### config.mk
export PLATFORM = sky130hd
export DESIGN_NAME = acu_burst_counter
export DESIGN_NICKNAME = d
export VERILOG_FILES = /design/src/rtl/acu_pkg.sv /design/src/rtl/acu_src_sel.sv /design/src/rtl/acu_next_addr.sv /design/src/rtl/acu_mode_flags.sv /design/src/rtl/acu_burst_counter.sv
export SDC_FILE = /design/constraint.sdc
export NUM_CORES = 1
export LEC_CHECK = 0
export BUFFER_PORTS_ARGS = -buffer_cell sky130_fd_sc_hd__buf_4
export CAP_MARGIN = 20
export CORE_MARGIN = 2
export CORE_UTILIZATION = 46
export CTS_CLUSTER_SIZE = 12
export DETAILED_ROUTE_END_ITERATION = 10
export PLACE_DENSITY = 0.82
export SYNTH_ARGS = -nofsm -noshare
export SYNTH_HDL_FRONTEND = slang
export SYNTH_SLANG_ARGS = --single-unit
### constraint.sdc
create_clock -name clk -period 1.8 [get_ports clk]
set_input_delay 0.18 -clock clk [delete_from_list [all_inputs] [get_ports clk]]
set_output_delay 0.18 -clock clk [all_outputs]
set_load 0.005 [all_outputs]
### src/rtl/acu_pkg.sv
package acu_pkg;

    localparam int unsigned NUM_SRC = 4;

    typedef enum logic [1:0] {
        SRC_CLEAR = 2'd0,
        SRC_LOAD  = 2'd1,
        SRC_HOLD  = 2'd2,
        SRC_STEP  = 2'd3
    } src_e;

endpackage

### src/rtl/acu_src_sel.sv
module acu_src_sel
    import acu_pkg::*;
(
    input  logic clr_n,
    input  logic load_n,
    input  logic cnt_en_n,
    output src_e src
);

    // Fixed priority: clear, then load, then hold/step.
    always_comb begin
        if (!clr_n) begin
            src = SRC_CLEAR;
        end else if (!load_n) begin
            src = SRC_LOAD;
        end else if (cnt_en_n) begin
            src = SRC_HOLD;
        end else begin
            src = SRC_STEP;
        end
    end

endmodule

### src/rtl/acu_next_addr.sv
module acu_next_addr
    import acu_pkg::*;
#(
    parameter int unsigned AW = 16
) (
    input  src_e          src,
    input  logic [AW-1:0] ext_addr,
    input  logic [AW-1:0] base,
    output logic [AW-1:0] nxt
);

    localparam logic [AW-1:0] ONE = AW'(1);

    logic [AW-1:0] incr;

    // Modulo increment: all-ones wraps to zero.
    assign incr = base + ONE;

    always_comb begin
        unique case (src)
            SRC_CLEAR: nxt = '0;
            SRC_LOAD:  nxt = ext_addr;
            SRC_HOLD:  nxt = base;
            SRC_STEP:  nxt = incr;
            default:   nxt = base;
        endcase
    end

endmodule

### src/rtl/acu_mode_flags.sv
module acu_mode_flags
    import acu_pkg::*;
(
    input  src_e               src,
    output logic [NUM_SRC-1:0] flags
);

    for (genvar g = 0; g < NUM_SRC; g++) begin : g_flag
        assign flags[g] = (src == src_e'(g));
    end

endmodule

### src/rtl/acu_burst_counter.sv
module acu_burst_counter
    import acu_pkg::*;
#(
    parameter int unsigned AW = 16
) (
    input  logic               clk,
    input  logic               rst_n,
    input  logic [AW-1:0]      ext_addr_i,
    input  logic               load_n_i,
    input  logic               cnt_en_n_i,
    input  logic               cnt_clr_n_i,
    output logic [AW-1:0]      addr_o,
    output logic [NUM_SRC-1:0] mode_o
);

    typedef struct packed {
        logic [AW-1:0]      addr;
        logic [NUM_SRC-1:0] mode;
    } state_t;

    state_t state_d, state_q;

    src_e               src;
    logic [AW-1:0]      nxt_addr;
    logic [NUM_SRC-1:0] nxt_mode;

    acu_src_sel u_sel (
        .clr_n    (cnt_clr_n_i),
        .load_n   (load_n_i),
        .cnt_en_n (cnt_en_n_i),
        .src      (src)
    );

    acu_next_addr #(.AW(AW)) u_next (
        .src      (src),
        .ext_addr (ext_addr_i),
        .base     (state_q.addr),
        .nxt      (nxt_addr)
    );

    acu_mode_flags u_flags (
        .src   (src),
        .flags (nxt_mode)
    );

    always_comb begin
        state_d      = state_q;
        state_d.addr = nxt_addr;
        state_d.mode = nxt_mode;
    end

    always_ff @(posedge clk) begin
        if (!rst_n) begin
            state_q <= '0;
        end else begin
            state_q <= state_d;
        end
    end

    assign addr_o = state_q.addr;
    assign mode_o = state_q.mode;

endmodule

* Word-level counts from Yosys, hierarchy flattened
Cells that the tools add are included.
** Word-level totals
- Output and inout bits :: 20
- Register bits after elaboration :: 20
** Operators by class
- Reductions and logical operators :: 1
- $add $sub $neg :: 1
- Multiplexer cells :: 4
- Equal/unequal tests :: 3
** Operators with widths (count)
- $pmux 16 s3 :: 1
- $add 16x1->16 const B :: 1
- $eq 2x2->1 const B :: 2
- $mux 2 :: 2
- $eq 2x1->1 const B :: 1
- $logic_not 2->1 :: 1
- $mux 1 :: 1

* Depth between registers and ports, before layout
Gate-level depths: netlist of the first run.
- Depth in word-level cells :: 5
- Gate-level depth with buffers :: 5
- Gate-level depth less buffers :: 5

* Modules after synthesis
Synthesis of the first run repeated with hierarchy kept, for this count alone.
** Second synthesis, totals
- Cells, all modules :: 121
- Area, all modules :: 1157.4 um^2
** Modules (own cells, without submodules)
- acu_burst_counter :: area each 561.8 um^2, cells an instance 42, instances 1
- acu_next_addr :: area each 551.8 um^2, cells an instance 73, instances 1
- acu_mode_flags :: area each 26.3 um^2, cells an instance 4, instances 1
- acu_src_sel :: area each 17.5 um^2, cells an instance 2, instances 1

* Worst setup path before layout of the first run
No wires, ideal clock.
- Path type :: reg-to-reg
- Start point :: reg state_q, in the netlist addr_o[5]
- End point :: reg state_q, in the netlist addr_o[14]
- Library setup time :: 74 ps
- Period minus slack after synthesis :: 1558 ps
- Cell stages (with the launch flop) :: 5
- Setup slack :: 242 ps
- Data required time :: 1726 ps
- Arrival :: 1484 ps
- Cell sequence :: dfxtp_1 -> nand4_2 -> or2_4 -> or4_1 -> a31oi_1
** On the way
- Longest elaborated chain between the ends :: 2
** Ends and longest elaborated chain
- start, declared :: line acu_burst_counter.sv:21 : state_t state_d, state_q;
- start signal, assigned :: line acu_burst_counter.sv:56 : state_q <= state_d;
- $add 16x1->16 :: line acu_next_addr.sv:17 : assign incr = base + ONE;
- $pmux 16 s3 :: line acu_next_addr.sv:20 : unique case (src)
Every way passes these cells.
A chain may end at the register's enable or synchronous reset.

* Worst setup path in the final report of the first run
- Start point :: reg state_q, in the netlist addr_o[6]
- End point :: reg state_q, in the netlist addr_o[13]
Same word-level chain as after synthesis.

==> flow_metrics.py, run 1 <==
metrics = {
    "sta": {
        "maxSlewViolCount": 0,
        "peak_clock_frequency_supported_by_timing_ghz": 0.6020,
        "grt_setup_unrepaired": "no",
        "slew_headroom_pct": 73.77,
        "min_period_ps": 1661,
        "least_setup_slack_across_all_paths_after_layout_ps": 138.8,
        "setup_violations": 0,
        "fin_skew_ps": 5.049,
        "final_hold_viol_count": 0,
        "fin_setup_tns_ps": 0,
        "worst_slew_pin_slew_ps": 393.4,
        "period_share_pct": 92.29,
    },
    "synthesis": {
        "compound_gate_portion_of_the_synthesized_area_pct": 17.40,
        "synth_area_leaders": "dfxtp_1 (42%), xnor2_1 (10%), o21ai_0 (6.8%), a21oi_1 (4.7%), nand3_1 (3.1%)",
        "synth-adder-area-share_pct": 1.299,
        "synth_warnings": 0,
        "yosys.area_share.xor_xnor_pct": 10.91,
        "synth.yosys.seq_area_share_pct": 41.56,
        "synth_cells": 113,
        "post-synth-top-count-cell": "dfxtp_1",
        "synthArstFlopShare_pct": 0,
        "synth_edf_count": 0,
        "synth_simple_gate_area_share_pct": 22.47,
        "postSynth.topFlopCell": "dfxtp_1",
        "synth.cells.most_frequent": "dfxtp_1 (20), o21ai_0 (13), xnor2_1 (11)",
        "synth_cell_type_count": 29,
        "main_combinational_cell_family_by_area_after_synthesis": "simple AND/OR/NAND/NOR gates",
        "ys_seq_elements": 20,
        "post_synth_mux_area_share_pct": 2.078,
        "synth_largest_area_cell": "dfxtp_1",
        "synth_largest_type_area_fraction_pct": 41.56,
        "syn_nets": 135,
        "post_synth.cell_area_avg_um2": 8.526,
        "syn_area_um2": 963.4,
    },
    "clock_tree": {
        "cts_inserted_buffers": 3,
        "cts_resized": 0,
        "clock-sinks": 20,
        "postCtsSetupBuffers": 0,
        "clk_root_buffer_cell": "clkbuf_4",
        "cts_tree": "built",
        "clock_tree.htree_level_count": 1,
        "buffer_levels_on_the_longest_clock_path": 2,
        "cts.clk_slew.worst_paths_ps": 110,
        "post_cts_hold_buffer_count": 0,
        "clk-insertion-delay-late_ps": 300,
    },
    "critical_path": {
        "critical-path-max-stage-delay_ps": 470,
        "r2r_setup_slack_ps": 140,
        "setup.worst_path.class": "reg -> reg",
        "critical_path.max_fanout": 6,
        "timing.critical_path.slowest_stage_cell": "or4b_1",
        "worst_setup_path_endpoint": "addr_o[13]",
        "data_required_critical_path_ps": 2030,
        "worst_r2r_path_depth": 4,
        "startpoint": "addr_o[6]",
        "rr_startpoint": "addr_o[6]",
        "path_cells": "nand4_2 > or2_4 > or4b_1 > a31oi_1",
        "critical_path_endpoint_category": "flip-flop",
        "timing.critical_path.from_type": "flip-flop",
        "critPathArrivalTime_ps": 1890,
        "reg2reg_to": "addr_o[13]",
    },
    "die": {
        "fp.dieArea_mm2": 0.002477,
        "die-height_um": 49.77,
        "core_mm2": 0.001962,
        "initial_core_util_pct": 49.11,
        "num_rows": 16,
        "floorplan.die.width_um": 49.77,
        "num_io_pins": 41,
    },
    "detailed_routing": {
        "routed-via-count": 931,
        "drt_pass1_iterations": 4,
        "antenna_left": 0,
        "postRouteWirelength_mm": 2.182,
        "drc": 0,
        "drt_first_iter_violations": 12,
        "drt-vias-per-instance": 5.201,
        "route.detailed.wl_per_inst_um": 12.19,
    },
    "finish": {
        "area_growth_syn_to_layout_pct": 36.62,
        "share_of_final_layout_standard_cells_stronger_than_drive_strength_1_pct": 32.24,
        "layout.nets": 176,
        "antennaDiodeCount": 0,
    },
    "pwr": {
        "power_leakage_uw": 0.0005390,
        "total_power_density_per_cell_area_mw_per_mm2": 616.0,
        "fin_total_pwr_uw": 810.8,
        "ir_worst_vdd_mv": 0.4437,
    },
    "status": {
        "status": "finished clean",
    },
    "placed_design": {
        "finalWeightedCongestion": 0.8199,
        "pre_cts_slack_ps": 173.8,
        "io_buffer_count": 40,
        "dp_hpwl_mm": 1.634,
    },
    "job": {
        "max_cap_violations": 0,
    },
    "global_route": {
        "pin_count_of_the_biggest_net_entering_global_routing": 35,
        "wire_length_of_the_first_global_routing_pass_mm": 3.636,
        "via_count_of_the_first_global_routing_pass": 842,
        "overall_overflow_remaining_after_global_route": 0,
        "track_usage_pct": 18.66,
        "antenna_violations_before_repair": 0,
    },
    "worst_hold_path": {
        "hold_path_class": "in -> reg",
    },
}
[critical path, delay by kind of cell (launching register included)]
family | cells | cell delay, ps
DFF | 1 | 440
AOI/OAI and AO/OA | 1 | 190
and+or+nand+nor | 3 | 960
[cell usage in the layout, fill, tap and decap left out, drive strengths merged, types with 2 or more instances in the layout]
master  Yosys  final
buf         1     43
dfxtp      20     20
o21ai      13     13
xnor2      11     11
a21oi       9      9
nor2        8      8
nand3       6      6
nand2       4      4
inv         4      4
nor3        4      4
a31oi       3      3
nor4        3      3
a211oi      3      3
clkbuf      6      3
nor2b       2      2
or3         2      2
mux2i       2      2
[how the worst min path moves through the flow]
stage | to | from | slack (ps) | cells past startpoint
after global routing | mode_o[0] | cnt_clr_n_i | 50 | 2
after global placement | mode_o[0] | cnt_clr_n_i | 350 | 2
after CTS | mode_o[0] | cnt_clr_n_i | 40 | 2
final | mode_o[0] | cnt_clr_n_i | 40 | 2
after detailed placement | mode_o[0] | cnt_clr_n_i | 360 | 2
after floorplan | mode_o[0] | cnt_clr_n_i | 250 | 1
[per-stage QoR]
stage	std cells	utilization (%)	hold WS (ps)	instance area, um2
2_1_floorplan	113	-	251.6	963.4
3_3_place_gp	176	65.94	350.8	1294
3_5_place_dp	176	65.94	360.6	1294
4_1_cts	179	67.09	41.51	1316
5_1_grt	179	67.09	45.50	1316
6_report	179	67.09	44.66	1316
[where the power goes]
part | internal, uW | switching, uW
Combinational | 73.2 | 49.0
Sequential | 461 | 19.8
Clock | 78.0 | 129
Total | 613 | 198
[state kept, by name, indices dropped and copies added (netlist names)]
register	cells
addr_o	16
mode_o	4
[layout make-up]
class                           instances  area, um2
Fill cell                             189      645.6
Multi-Input combinational cell         82      521.8
Sequential cell                        20      400.4
Timing Repair Buffer                   43      322.8
Tap cell                               27      33.78
Clock buffer                            3      22.52
Inverter                                4      15.01
[cell families after synthesis]
kind of cell,Yosys count
adder cells (fa/ha/maj),1
flip-flops,20
XOR/XNOR,12
AO/OA/AOI/OAI,30
buffers and inverters,11
AND/OR/NAND/NOR,37
multiplexers,2
[per-layer routing]
layer / part of all wire, % / vias to the layer above / global-route usage, %
li1: - / 477 / -
met1: 44 / 424 / 23.34
met2: 50 / 26 / 31.33
met3: 4.3 / 4 / 2.121
met4: 1.7 / 0 / 9.722
met5: 0 / - / 0
(Power assumes the default switching activity.)
==> inputs of run 2 (changes only) <==
--- a/config.mk
+++ b/config.mk
@@ -5,13 +5,15 @@
 export SDC_FILE = /design/constraint.sdc
 export NUM_CORES = 1
 export LEC_CHECK = 0
-export BUFFER_PORTS_ARGS = -buffer_cell sky130_fd_sc_hd__buf_4
+export BUFFER_PORTS_ARGS = -buffer_cell sky130_fd_sc_hd__buf_2
 export CAP_MARGIN = 20
 export CORE_MARGIN = 2
-export CORE_UTILIZATION = 46
+export CORE_UTILIZATION = 49
 export CTS_CLUSTER_SIZE = 12
 export DETAILED_ROUTE_END_ITERATION = 10
-export PLACE_DENSITY = 0.82
+export HOLD_SLACK_MARGIN = 0.08
+export PLACE_DENSITY = 0.84
 export SYNTH_ARGS = -nofsm -noshare
 export SYNTH_HDL_FRONTEND = slang
+export SYNTH_HIERARCHICAL = 1
 export SYNTH_SLANG_ARGS = --single-unit
==> run 2 against run 1 <==
First-iteration DRC count is 33% higher. Via count grew 14%. Sequential share of layout area fell by 2.2 points. Wire length up 16%. Clock skew fell by 2.1 ps. Sequential power barely moved. Fmax hardly changed. Global-route usage increased by 1.6 points. Flip-flop and latch count unchanged. Setup slack about the same. Critical endpoint is now addr_o[13]. Highest routed layer unchanged.
==> flow_metrics.py, run 2 <==
metrics = {
    "status": {
        "status": "finished clean",
    },
    "critical_path": {
        "data_required_critical_path_ps": 2010,
        "path_cells": "nand4_4 > nor4_2 > xor2_1 > a22o_1 > and2_2",
        "setup.worst_path.class": "reg -> reg",
        "critical_path_endpoint_category": "flip-flop",
        "reg2reg_to": "addr_o[13]",
        "r2r_setup_slack_ps": 140,
        "timing.critical_path.slowest_stage_cell": "dfxtp_1",
        "critical_path.max_fanout": 7,
        "worst_r2r_path_depth": 5,
        "rr_startpoint": "addr_o[2]",
        "critPathArrivalTime_ps": 1870,
        "timing.critical_path.from_type": "flip-flop",
        "critical-path-max-stage-delay_ps": 530,
    },
    "sta": {
        "worst_slew_pin_slew_ps": 778.5,
        "timing.hold.ws_ps": 194.0,
        "fin_setup_tns_ps": 0,
        "setup_violations": 0,
        "min_period_ps": 1662,
        "final_hold_viol_count": 0,
        "slew_headroom_pct": 48.00,
        "grt_setup_unrepaired": "no",
        "period_share_pct": 92.31,
        "peak_clock_frequency_supported_by_timing_ghz": 0.6019,
        "fin_skew_ps": 2.912,
        "maxSlewViolCount": 0,
    },
    "synthesis": {
        "synth.yosys.seq_area_share_pct": 34.59,
        "synth_area_leaders": "dfxtp_1 (35%), a22o_1 (9.8%), and2_2 (7.8%), and2_1 (5.4%), xor2_1 (5.3%)",
        "synth_cells": 121,
        "ys_seq_elements": 20,
        "synth_edf_count": 0,
        "synthArstFlopShare_pct": 0,
        "synth_cell_type_count": 32,
        "syn_area_mm2": 0.001157,
        "synth_warnings": 6,
        "syn_nets": 143,
        "synth_largest_type_area_fraction_pct": 34.59,
        "post-synth-top-count-cell": "dfxtp_1",
        "synth.cells.most_frequent": "dfxtp_1 (20), a22o_1 (13), and2_2 (12)",
        "postSynth.topFlopCell": "dfxtp_1",
        "post_synth.cell_area_avg_um2": 9.565,
        "synth_largest_area_cell": "dfxtp_1",
    },
    "placed_design": {
        "io_buffer_count": 40,
        "placedCellCount": 189,
        "dp_hpwl_mm": 1.909,
        "finalWeightedCongestion": 0.8267,
    },
    "clock_tree": {
        "cts_resized": 0,
        "clk_root_buffer_cell": "clkbuf_4",
        "clock-sinks": 20,
        "clock_tree.htree_level_count": 1,
        "post_cts_hold_buffer_count": 0,
        "buffer_levels_on_the_longest_clock_path": 2,
        "cts_inserted_buffers": 3,
        "postCtsSetupBuffers": 0,
        "cts.clk_slew.worst_paths_ps": 110,
        "clk-insertion-delay-late_ps": 300,
        "cts_tree": "built",
    },
    "global_route": {
        "wire_length_of_the_first_global_routing_pass_mm": 4.133,
        "track_usage_pct": 20.29,
        "pin_count_of_the_biggest_net_entering_global_routing": 21,
        "via_count_of_the_first_global_routing_pass": 953,
        "overall_overflow_remaining_after_global_route": 0,
        "antenna_violations_before_repair": 0,
    },
    "worst_hold_path": {
        "holdPathEnd": "addr_o[11]",
        "timing.hold.worst.start": "ext_addr_i[11]",
        "hold_depth": 3,
        "hold_path_class": "in -> reg",
    },
    "die": {
        "fp.dieArea_mm2": 0.002767,
        "initial_core_util_pct": 51.82,
        "floorplan.die.width_um": 52.60,
        "num_rows": 17,
        "core_mm2": 0.002233,
        "die-height_um": 52.60,
        "num_io_pins": 41,
    },
    "finish": {
        "layout.nets": 188,
        "area_growth_syn_to_layout_pct": 22.59,
        "multi_input_comb_area_um2": 696.9,
        "layout.area.seq_um2": 400.4,
        "finish.cell_count_without_fillers": 192,
        "n_fill_cell": 202,
        "mostFrequentLayoutCell": "buf_2",
        "share_of_final_layout_standard_cells_stronger_than_drive_strength_1_pct": 43.90,
        "final_cell_mix": "buf_2 (40), dfxtp_1 (20), a22o_1 (13), and2_2 (12), and2_1 (10)",
        "largest_register_ff_count": 16,
        "antennaDiodeCount": 0,
    },
    "detailed_routing": {
        "drt-vias-per-instance": 5.542,
        "drt_first_iter_violations": 16,
        "antenna_left": 0,
        "routed-via-count": 1064,
        "postRouteWirelength_mm": 2.528,
        "drc": 0,
        "drt_pass1_iterations": 4,
        "route.detailed.wl_per_inst_um": 13.17,
    },
    "job": {
        "max_cap_violations": 0,
    },
    "pwr": {
        "fin_total_pwr_uw": 834.3,
        "total_power_density_per_cell_area_mw_per_mm2": 588.0,
        "power_leakage_uw": 0.0006667,
        "ir_worst_vdd_mv": 0.5571,
    },
}
==> run 2: worst max-delay path by stage <==
stage,startpoint,to,slack (ps),cells after the start
6_report,addr_o[2],addr_o[13],140,5
5_1_grt,addr_o[7],addr_o[14],20,5
4_1_cts,addr_o[2],addr_o[13],130,5
3_5_place_dp,cnt_en_n_i,addr_o[10],-10,6
3_3_place_gp,cnt_en_n_i,addr_o[5],50,6
2_1_floorplan,addr_o[0],addr_o[14],190,6
==> run 2: kinds of logic after synthesis <==
logic type | after synthesis | synth area share [%]
DFF | 20 | 34.59
adders and majority gates | 1 | 1.081
and+or+nand+nor | 56 | 33.30
muxes | 3 | 2.811
AOI/OAI and AO/OA | 19 | 14.70
buffers and inverters | 11 | 5.189
xor gates and xnor gates | 11 | 8.324
==> run 2: worst max-delay path, delay by kind of cell, from the launching register on <==
kind	cells	cell delay [ps]
flops	1	530
simple gates	3	760
compound gates	1	180
xor+xnor	1	110
==> run 2: metrics by stage <==
step	instance area [um2]	util [%]	worst slack (ps)
final	1419	63.53	138.5
after global routing	1419	63.53	24.60
after CTS	1419	63.53	132.9
after detailed placement	1396	62.52	-14.80
after global placement	1396	62.52	49.55
after floorplan	1157	-	191.9
==> run 2: per-layer routing <==
layer / GRT usage, % / wire [um]
met5: 0 / 0
met4: 10.68 / 53
met3: 2.571 / 92
met2: 34.79 / 1272
met1: 24.35 / 1110
==> run 2: area by class of cell <==
| type | count | area share, % |
|---|---|---|
| repair buffers | 46 | 17.28 |
| flip-flops and latches | 20 | 28.22 |
| well taps | 28 | 2.469 |
| multi-input cells | 90 | 49.12 |
| clock buffers | 3 | 1.587 |
| inverters | 5 | 1.323 |
==> run 2: report_power, final <==
part	switching [uW]	total (uW)	internal [uW]
clock network	135	213	78.1
logic	62.4	142	79.7
registers	18.6	479	461
==> inputs of run 3 (changes only) <==
--- a/config.mk
+++ b/config.mk
@@ -11,8 +11,9 @@
 export CORE_UTILIZATION = 49
 export CTS_CLUSTER_SIZE = 12
 export DETAILED_ROUTE_END_ITERATION = 10
-export HOLD_SLACK_MARGIN = 0.08
+export HOLD_SLACK_MARGIN = 0.05
 export PLACE_DENSITY = 0.84
+export SLEW_MARGIN = 0
 export SYNTH_ARGS = -nofsm -noshare
 export SYNTH_HDL_FRONTEND = slang
 export SYNTH_HIERARCHICAL = 1
==> constraint.sdc (replaced) <==
create_clock -name clk -period 1.9 [get_ports clk]
set_input_delay 0.19 -clock clk [delete_from_list [all_inputs] [get_ports clk]]
set_output_delay 0.19 -clock clk [all_outputs]
set_load 0.005 [all_outputs]
==> run 3 against run 2 <==
Combinational power down 6%. First-iteration DRC count up 130%. Die area unchanged. Largest cell class unchanged. Highest routed layer unchanged. Flip-flop and latch count unchanged. Count of clock-buffer cells in the layout unchanged. Sequential share of layout area unchanged.
==> flow_metrics.py, run 3 (synthesized netlist as in run 2, its figures left out) <==
metrics = {
    "clock_tree": {
        "clock_tree.htree_level_count": 1,
        "cts_tree": "built",
        "clk-insertion-delay-late_ps": 300,
        "cts_resized": 0,
        "cts_inserted_buffers": 3,
        "clk_root_buffer_cell": "clkbuf_4",
        "clock-sinks": 20,
        "cts.clk_slew.worst_paths_ps": 110,
        "buffer_levels_on_the_longest_clock_path": 2,
        "post_cts_hold_buffer_count": 0,
        "postCtsSetupBuffers": 0,
    },
    "sta": {
        "fin_skew_ps": 5.886,
        "grt_setup_unrepaired": "no",
        "period_share_pct": 92.43,
        "peak_clock_frequency_supported_by_timing_ghz": 0.5694,
        "worst_slew_pin_slew_ps": 792.7,
        "min_period_ps": 1756,
        "fin_setup_tns_ps": 0,
        "final_hold_viol_count": 0,
        "slew_headroom_pct": 47.04,
        "least_setup_slack_across_all_paths_after_layout_ps": 143.8,
        "maxSlewViolCount": 0,
        "setup_violations": 0,
    },
    "global_route": {
        "track_usage_pct": 21.45,
        "pin_count_of_the_biggest_net_entering_global_routing": 21,
        "wire_length_of_the_first_global_routing_pass_mm": 4.395,
        "antenna_violations_before_repair": 0,
        "overall_overflow_remaining_after_global_route": 0,
        "via_count_of_the_first_global_routing_pass": 1015,
    },
    "critical_path": {
        "setup.worst_path.class": "reg -> reg",
        "data_required_critical_path_ps": 2110,
        "critical_path_endpoint_category": "flip-flop",
        "critPathArrivalTime_ps": 1960,
        "path_cells": "ha_1 > nand3_2 > nor3_2 > nand3_1 > a32o_1 > and2_1",
        "critical-path-max-stage-delay_ps": 450,
        "timing.critical_path.slowest_stage_cell": "dfxtp_1",
        "critical_path.max_fanout": 5,
        "crit_path_buf_inv_count": 0,
        "critical-path-top-delay-family": "simple AND/OR/NAND/NOR gates",
        "worstSetupPathDepth": 6,
        "timing.critical_path.from_type": "flip-flop",
        "worst_r2r_path_depth": 6,
    },
    "die": {
        "num_io_pins": 41,
        "die-height_um": 52.60,
        "fp.dieArea_mm2": 0.002767,
        "initial_core_util_pct": 51.82,
        "floorplan.die.width_um": 52.60,
        "core_mm2": 0.002233,
        "num_rows": 17,
    },
    "finish": {
        "antennaDiodeCount": 0,
        "largest_register_ff_count": 16,
        "final_cell_mix": "buf_2 (40), dfxtp_1 (20), a22o_1 (13), and2_2 (12), and2_1 (10)",
        "mostFrequentLayoutCell": "buf_2",
        "n_fill_cell": 205,
        "multi_input_comb_area_um2": 696.9,
        "share_of_final_layout_standard_cells_stronger_than_drive_strength_1_pct": 43.90,
        "layout.nets": 188,
        "layout.area.seq_um2": 400.4,
        "finish.utilization_pct": 63.53,
        "area_growth_syn_to_layout_pct": 22.59,
        "finish.cell_count_without_fillers": 192,
        "layout.cell_area.non_filler_mm2": 0.001419,
    },
    "placed_design": {
        "finalWeightedCongestion": 0.7909,
        "place_area_mm2": 0.001396,
        "placedCellCount": 189,
        "dp_hpwl_mm": 1.968,
        "pre_cts_slack_ps": -9.483,
        "io_buffer_count": 40,
    },
    "job": {
        "max_cap_violations": 0,
    },
    "detailed_routing": {
        "routed-via-count": 1062,
        "drt-vias-per-instance": 5.531,
        "route.detailed.wl_per_inst_um": 13.83,
        "antenna_left": 0,
        "drt_first_iter_violations": 36,
        "drc": 0,
        "drt_pass1_iterations": 4,
        "postRouteWirelength_mm": 2.656,
    },
    "pwr": {
        "total_power_density_per_cell_area_mw_per_mm2": 555.9,
        "ir_worst_vdd_mv": 0.4031,
        "power_leakage_uw": 0.0006662,
    },
    "worst_hold_path": {
        "hold_depth": 3,
        "hold_path_class": "in -> reg",
    },
    "status": {
        "status": "finished clean",
    },
}
-- run 3: path summary, 6_finish.rpt --
check	startpoint	to	slack, ps
hold reg to reg	addr_o[12]	addr_o[12]	740
hold / removal	ext_addr_i[11]	addr_o[11]	210
setup / recovery	addr_o[0]	addr_o[12]	140
setup reg to reg	addr_o[0]	addr_o[12]	140
-- run 3: power by group --
| group | leakage (uW) | total [uW] | internal, uW | switching [uW] |
|---|---|---|---|---|
| Combinational | 0.000489 | 133 | 75.9 | 57.1 |
| Clock | 0.0000138 | 199 | 73.8 | 125 |
| Sequential | 0.000163 | 457 | 437 | 20.6 |
| Total | 0.000666 | 789 | 586 | 202 |
-- run 3: area by class of cell --
class	count	share of cell area, %
clock buffers	3	1.587
flip-flops and latches	20	28.22
well taps	28	2.469
inverters	5	1.323
repair buffers	46	17.28
multi-input cells	90	49.12
-- run 3: tightest hold or removal path, cell delays in order --
cell and delay [ps]:
buf_2 80, a22o_1 110, and2_1 110
-- run 3: stage by stage --
step / hold slack (ps) / power, uW
6_report: 208.5 / 788.8
5_1_grt: 229.1 / 830.3
4_1_cts: 195.0 / 799.0
3_5_place_dp: 519.5 / 598.8
3_3_place_gp: 514.8 / 593.7
2_1_floorplan: 408.2 / 543.1
-- run 3: routing by layer --
layer	track usage [%]	wire length, um
met1	25.87	1125
met3	2.571	97
met4	9.402	17
met5	0	0
met2	37.71	1415
